===== src/rtl/hcm_pkg.sv =====
// Shared types for the hysteretic bridge sequencer.
// Assumes a single clock domain and synchronous comparator inputs.
package hcm_pkg;

    typedef enum logic [2:0] {
        ST_OFF          = 3'd0,
        ST_RISE         = 3'd1,
        ST_DEAD_TO_FALL = 3'd2,
        ST_FALL         = 3'd3,
        ST_DEAD_TO_RISE = 3'd4
    } seq_state_t;

    typedef enum logic {
        EDGE_PEAK   = 1'b0,
        EDGE_VALLEY = 1'b1
    } edge_kind_t;

endpackage


===== src/rtl/hcm_ontime_blank.sv =====
// Minimum on-time timer: counts cycles while a pair conducts and reports
// when the comparator may be honoured. Assumes run drops for at least one
// cycle between intervals (the dead gap), which restarts the count.
module hcm_ontime_blank #(
    parameter int MIN_ON = 143
) (
    input  logic clk,
    input  logic rst_n,
    input  logic run,
    output logic ready
);
    localparam int CW = $clog2(MIN_ON + 1);
    localparam logic [CW-1:0] LAST = CW'(MIN_ON - 1);

    logic [CW-1:0] cnt;

    // Count conducting cycles, saturating at the last blanked cycle.
    always_ff @(posedge clk) begin
        if (!rst_n || !run) begin
            cnt <= '0;
        end else if (cnt < LAST) begin
            cnt <= cnt + 1'b1;
        end
    end

    assign ready = run && (cnt >= LAST);

endmodule


===== src/rtl/hcm_dt_select.sv =====
// Dead-time selector: picks the gap length from the edge kind and the
// conduction mode, and lifts a zero value to one cycle.
module hcm_dt_select
    import hcm_pkg::*;
#(
    parameter int DT_W = 6
) (
    input  edge_kind_t      edge_kind,
    input  logic            ccm_mode,
    input  logic [DT_W-1:0] dt_peak,
    input  logic [DT_W-1:0] dt_valley_bcm,
    input  logic [DT_W-1:0] dt_valley_ccm,
    output logic [DT_W-1:0] dt_sel
);
    logic [DT_W-1:0] raw;

    // Peak edge keeps the long value; valley edge depends on mode.
    always_comb begin
        if (edge_kind == EDGE_PEAK) begin
            raw = dt_peak;
        end else if (ccm_mode) begin
            raw = dt_valley_ccm;
        end else begin
            raw = dt_valley_bcm;
        end
        dt_sel = (raw == '0) ? DT_W'(1) : raw;
    end

endmodule


===== src/rtl/hcm_dead_timer.sv =====
// Dead-gap down-counter: loaded on the cycle an edge is accepted, reports
// expiry in the last off cycle. Assumes load values are never zero.
module hcm_dead_timer #(
    parameter int DT_W = 6
) (
    input  logic            clk,
    input  logic            rst_n,
    input  logic            load,
    input  logic [DT_W-1:0] load_val,
    output logic            expired
);
    logic [DT_W-1:0] cnt;

    // Load on an accepted edge, otherwise count down to zero.
    always_ff @(posedge clk) begin
        if (!rst_n) begin
            cnt <= '0;
        end else if (load) begin
            cnt <= load_val;
        end else if (cnt != '0) begin
            cnt <= cnt - 1'b1;
        end
    end

    assign expired = (cnt == DT_W'(1));

endmodule


===== src/rtl/hcm_bridge_seq.sv =====
// Hysteretic current-mode full-bridge sequencer. Alternates the two diagonal
// pairs on comparator events, with a mode- and edge-dependent dead gap and a
// minimum on-time. Assumes comparator inputs are already synchronous to clk.
module hcm_bridge_seq
    import hcm_pkg::*;
#(
    parameter int DT_W        = 6,
    parameter int CLK_PS      = 7000,
    parameter int FSW_MAX_KHZ = 500
) (
    input  logic            clk,
    input  logic            rst_n,
    input  logic            en,
    input  logic            ccm_mode,
    input  logic            ref_neg,
    input  logic            cmp_peak,
    input  logic            cmp_valley,
    input  logic [DT_W-1:0] dt_peak,
    input  logic [DT_W-1:0] dt_valley_bcm,
    input  logic [DT_W-1:0] dt_valley_ccm,
    output logic            hs1_on,
    output logic            ls1_on,
    output logic            hs2_on,
    output logic            ls2_on
);
    localparam int HALF_PERIOD_PS = (1_000_000_000 / FSW_MAX_KHZ) / 2;
    localparam int MIN_ON_CYC     = (HALF_PERIOD_PS + CLK_PS - 1) / CLK_PS;

    seq_state_t      state, state_nxt;
    edge_kind_t      edge_kind;
    logic            dt_load;
    logic            blank_ready;
    logic            gap_done;
    logic [DT_W-1:0] dt_sel;
    logic            conducting;

    assign conducting = (state == ST_RISE) || (state == ST_FALL);

    hcm_ontime_blank #(
        .MIN_ON (MIN_ON_CYC)
    ) u_blank (
        .clk   (clk),
        .rst_n (rst_n),
        .run   (conducting),
        .ready (blank_ready)
    );

    hcm_dt_select #(
        .DT_W (DT_W)
    ) u_dtsel (
        .edge_kind     (edge_kind),
        .ccm_mode      (ccm_mode),
        .dt_peak       (dt_peak),
        .dt_valley_bcm (dt_valley_bcm),
        .dt_valley_ccm (dt_valley_ccm),
        .dt_sel        (dt_sel)
    );

    hcm_dead_timer #(
        .DT_W (DT_W)
    ) u_dead (
        .clk      (clk),
        .rst_n    (rst_n),
        .load     (dt_load),
        .load_val (dt_sel),
        .expired  (gap_done)
    );

    // Next-state logic; enable low overrides every other path.
    always_comb begin
        state_nxt = state;
        dt_load   = 1'b0;
        edge_kind = EDGE_PEAK;
        if (!en) begin
            state_nxt = ST_OFF;
        end else begin
            case (state)
                ST_OFF: begin
                    state_nxt = ref_neg ? ST_FALL : ST_RISE;
                end
                ST_RISE: begin
                    if (blank_ready && cmp_peak) begin
                        state_nxt = ST_DEAD_TO_FALL;
                        dt_load   = 1'b1;
                        edge_kind = EDGE_PEAK;
                    end
                end
                ST_FALL: begin
                    edge_kind = EDGE_VALLEY;
                    if (blank_ready && cmp_valley) begin
                        state_nxt = ST_DEAD_TO_RISE;
                        dt_load   = 1'b1;
                    end
                end
                ST_DEAD_TO_FALL: begin
                    if (gap_done) state_nxt = ST_FALL;
                end
                ST_DEAD_TO_RISE: begin
                    if (gap_done) state_nxt = ST_RISE;
                end
                default: begin
                    state_nxt = ST_OFF;
                end
            endcase
        end
    end

    // State register.
    always_ff @(posedge clk) begin
        if (!rst_n) begin
            state <= ST_OFF;
        end else begin
            state <= state_nxt;
        end
    end

    // Gate decode straight from the state register.
    assign hs1_on = (state == ST_RISE);
    assign ls2_on = (state == ST_RISE);
    assign hs2_on = (state == ST_FALL);
    assign ls1_on = (state == ST_FALL);

endmodule


===== config.mk =====
export PLATFORM = sky130hd
export DESIGN_NAME = hcm_bridge_seq
export DESIGN_NICKNAME = d
export VERILOG_FILES = /design/src/rtl/hcm_pkg.sv /design/src/rtl/hcm_ontime_blank.sv /design/src/rtl/hcm_dt_select.sv /design/src/rtl/hcm_dead_timer.sv /design/src/rtl/hcm_bridge_seq.sv
export SDC_FILE = /design/constraint.sdc
export NUM_CORES = 1
export LEC_CHECK = 0
export CORE_UTILIZATION = 38
export DETAILED_ROUTE_END_ITERATION = 10
export DONT_BUFFER_PORTS = 1
export HOLD_SLACK_MARGIN = 0.05
export SYNTH_ARGS = -nofsm -noshare
export SYNTH_HDL_FRONTEND = slang
export SYNTH_SLANG_ARGS = --single-unit

===== constraint.sdc =====
create_clock -name clk -period 4.2 [get_ports clk]
set_clock_uncertainty 0.1 [all_clocks]
set_input_delay 0.21 -clock clk [delete_from_list [all_inputs] [get_ports clk]]
set_output_delay 0.21 -clock clk [all_outputs]
set_load 0.01 [all_outputs]

==> summary.md <==
| Metric | Value |
|---|---|
| Starting DRC count in detailed routing | `65` |
| CTS tree | `yes` |
| Crit path from | `u_blank.cnt[1]` |
| First-pass GRT wire length | `about 3.6 mm` |
| Crit path max fanout | `12` |
| Final clock period utilization by the worst path | `48.9%` |
| Die area | `3210 um^2` |
| Tot GR Track Use | `14.3%` |
| Clk root buf | `clkbuf_4` |
| Worst Hold End | `state[1]` |
| Setup ws final | `2.14 ns` |
| Commonest cells in the netlist | `19 x nor2_1, 17 x dfxtp_1, 8 x nand2_1` |
| Hold depth | `3` |
| Critical path required time | `4.33 ns` |
| Outcome | `finished with violations` |
| RSZ-0062 raised after global routing | `false` |
| Slew Limit Fails | `0` |
| Pwr Density | `392 nW/um^2` |
| Clk sink count | `17` |
| Worst-case reg-to-reg path depth | `6` |
| Placement Setup Slack | `2.16 ns` |
| H-tree Lvls | `1` |
| DR pass1 iterations | `7` |
| LEAKAGE | `0.468 nW` |
| Synth unique cells | `44` |
| CTS resizes | `0` |
| Initial Util | `40.5%` |
| Worst reg-to-reg setup slack | `2.14 ns` |
| Synth Net Count | `161` |
| Vias in the first global route | `~850` |
| Final hold vios | `0` |
| Cell Area, Synth | `around 1100 um^2` |
| DRC | `10` |
| Slew HR | `73.5%` |
| Ranking of synthesized cells by area | `dfxtp_1 30%, nor2_1 6.3%, mux2i_1 5.3%` |
| Critical path class | `flip-flop to flip-flop` |
| Yosys top cell area share | `30.0%` |
| Type of origin of the critical path | `flip-flop` |
| Num ports | `29` |
| EDFF count, synth | `0` |
| Routed Antenna Nets | `0` |
| #FFs+latches synth | `17` |
| Clk_lat worst skew | `slightly below 0.3 ns` |
| Initial antenna violation count | `0` |
| Antenna Cells | `0` |
| Vias per cell | `5.72` |
| Port buffer count | `0` |
| Synthesis-to-layout area growth | `5.95%` |
| Die height | `56.7 um` |
| CTS Buffer Depth | `2` |
| MaxCap Viol Count | `0` |
| Synth warn | `0` |
| Worst hold path startpoint | `cmp_valley` |
| Gpl congestion | `0.837` |
| RR Startpoint | `u_blank.cnt[1]` |
| Layout cell share with drive strength beyond 1 | `11.2%` |
| GRT overflow | `0` |
| Worst-path clk slew | `0.11 ns` |
| Critical Path AT | `between 2 and 2.5 ns` |
| Fmax | `just under 500 MHz` |
| Routed via count | `944` |
| Leading area contributor after synthesis | `dfxtp_1` |
| Final HPWL from detailed placement | `1.64 mm` |
| Core area | `approximately 2800 um^2` |
| Least-Margin Pin Slew | `0.397 ns` |
| Final setup fails | `0` |
| Cells after Synth | `approximately 130` |
| R2r endpoint | `u_dead.cnt[0]` |
| Tmin final | `2.06 ns` |
| Top FF cell, synth | `dfxtp_1` |
| Die width | `56.7 um` |
| Setup tns final | `0 ns` |
| Syn avg cell area | `8.61 um^2` |
| Seq/Total Area, Yosys | `between 20% and 30%` |
| Num CTS Buffers | `3` |
| Peak supply drop | `0.000100 V` |
| FP Rows | `19` |
| Per-cell routed wire length | `around 13 um` |
| Failing checks | `design-rule violations` |
| Nets | `164` |
| Hold Path Class | `input port to flip-flop` |
| Top-count cell post-synth | `nor2_1` |
| Async set-reset flop share out of synthesis | `0%` |
| Setup crit end kind | `flip-flop` |
| Total Wirelength | `2.14 mm` |
| Largest net degree at the start of global routing | `13` |
## critical path, cell delays in order (launching register included)
cell and delay (ns):
dfxtp_1 0.49, ha_1 0.23, o211ai_2 0.10, a21boi_4 0.23, nand4_2 0.28, or3b_1 0.44, a21boi_1 0.12
## cell type report
cell class	instances	area, um^2
repair buffers	5	50.0
clock inverters	1	5.00
well taps	31	38.8
flip-flops and latches	17	340
inverters	3	11.3
multi-input cells	105	736
fillers	293	1600
clock buffers	3	22.5
## per-layer routing
layer | share of wire [%] | GRT usage [%]
met1 | 45 | 17.6
met5 | 0 | 0
met4 | 1.8 | 6.79
met2 | 46 | 23.5
met3 | 7.5 | 3.23
## how the worst max path moves through the flow
stage / slack, ns / depth (start not counted) / end
5_1_grt: 2.01 / 6 / u_dead.cnt[0]
3_5_place_dp: 2.16 / 6 / u_dead.cnt[0]
2_1_floorplan: 2.50 / 7 / u_dead.cnt[1]
3_3_place_gp: 2.24 / 6 / u_dead.cnt[0]
6_report: 2.14 / 6 / u_dead.cnt[0]
4_1_cts: 2.12 / 6 / u_dead.cnt[0]
## power breakdown
part | total, W | switching (W) | internal, W
Clock | 0.0000895 | 0.0000541 | 0.0000354
Combinational | 0.000179 | 0.0000895 | 0.0000894
Sequential | 0.000203 | 0.0000201 | 0.000183
Total | 0.000471 | 0.000164 | 0.000308
## sequential cells by signal (all words and copies together), names as in the netlist
signal / cells
state: 3
u_blank.cnt: 8
u_dead.cnt: 6
## cells in the final DEF, fill, tap and decap left out, types with 4 or more instances in the layout
cell type      synthesis  routed
xor2_1                 6       6
dlygate4sd3_1          0       5
a21oi_1                5       5
nand4_1                5       5
nor2_1                19      19
mux2i_1                6       6
ha_1                   4       4
dfxtp_1               17      17
nand3_1                7       7
nand2_1                8       8
## logic make-up (layout without fill, tap and decap cells)
logic type               Yosys count  count (layout)  share of synthesized area, %
AND/OR/NAND/NOR                   60              60                          28.3
adder cells (fa/ha/maj)            5               5                          5.29
multiplexers                       7               7                          6.28
XOR/XNOR                           9               9                          6.94
AO/OA/AOI/OAI                     24              24                          18.0
flip-flops                        17              17                          30.0
buffers and inverters             10              12                          5.29
## repair_timing
item | CTS | global route
hold endpoints to repair | 9 | 0
hold buffers | 5 | 0
buffers inserted | 0 | 0
## stage by stage
| step | hold WS [ns] | instance area [um^2] | power [W] | cells | util (%) |
|---|---|---|---|---|---|
| 5_1_grt | 0.101 | 1200 | 0.000505 | 165 | 42.9 |
| 3_3_place_gp | 0.264 | 1130 | 0.000380 | 156 | 40.1 |
| 3_5_place_dp | 0.263 | 1130 | 0.000384 | 156 | 40.1 |
| 4_1_cts | 0.0510 | 1200 | 0.000478 | 165 | 42.9 |
| 2_1_floorplan | 0.243 | 1140 | 0.000356 | 132 | - |
| 6_report | 0.0589 | 1200 | 0.000471 | 165 | 42.9 |
Power figures use the tool's default switching activity.
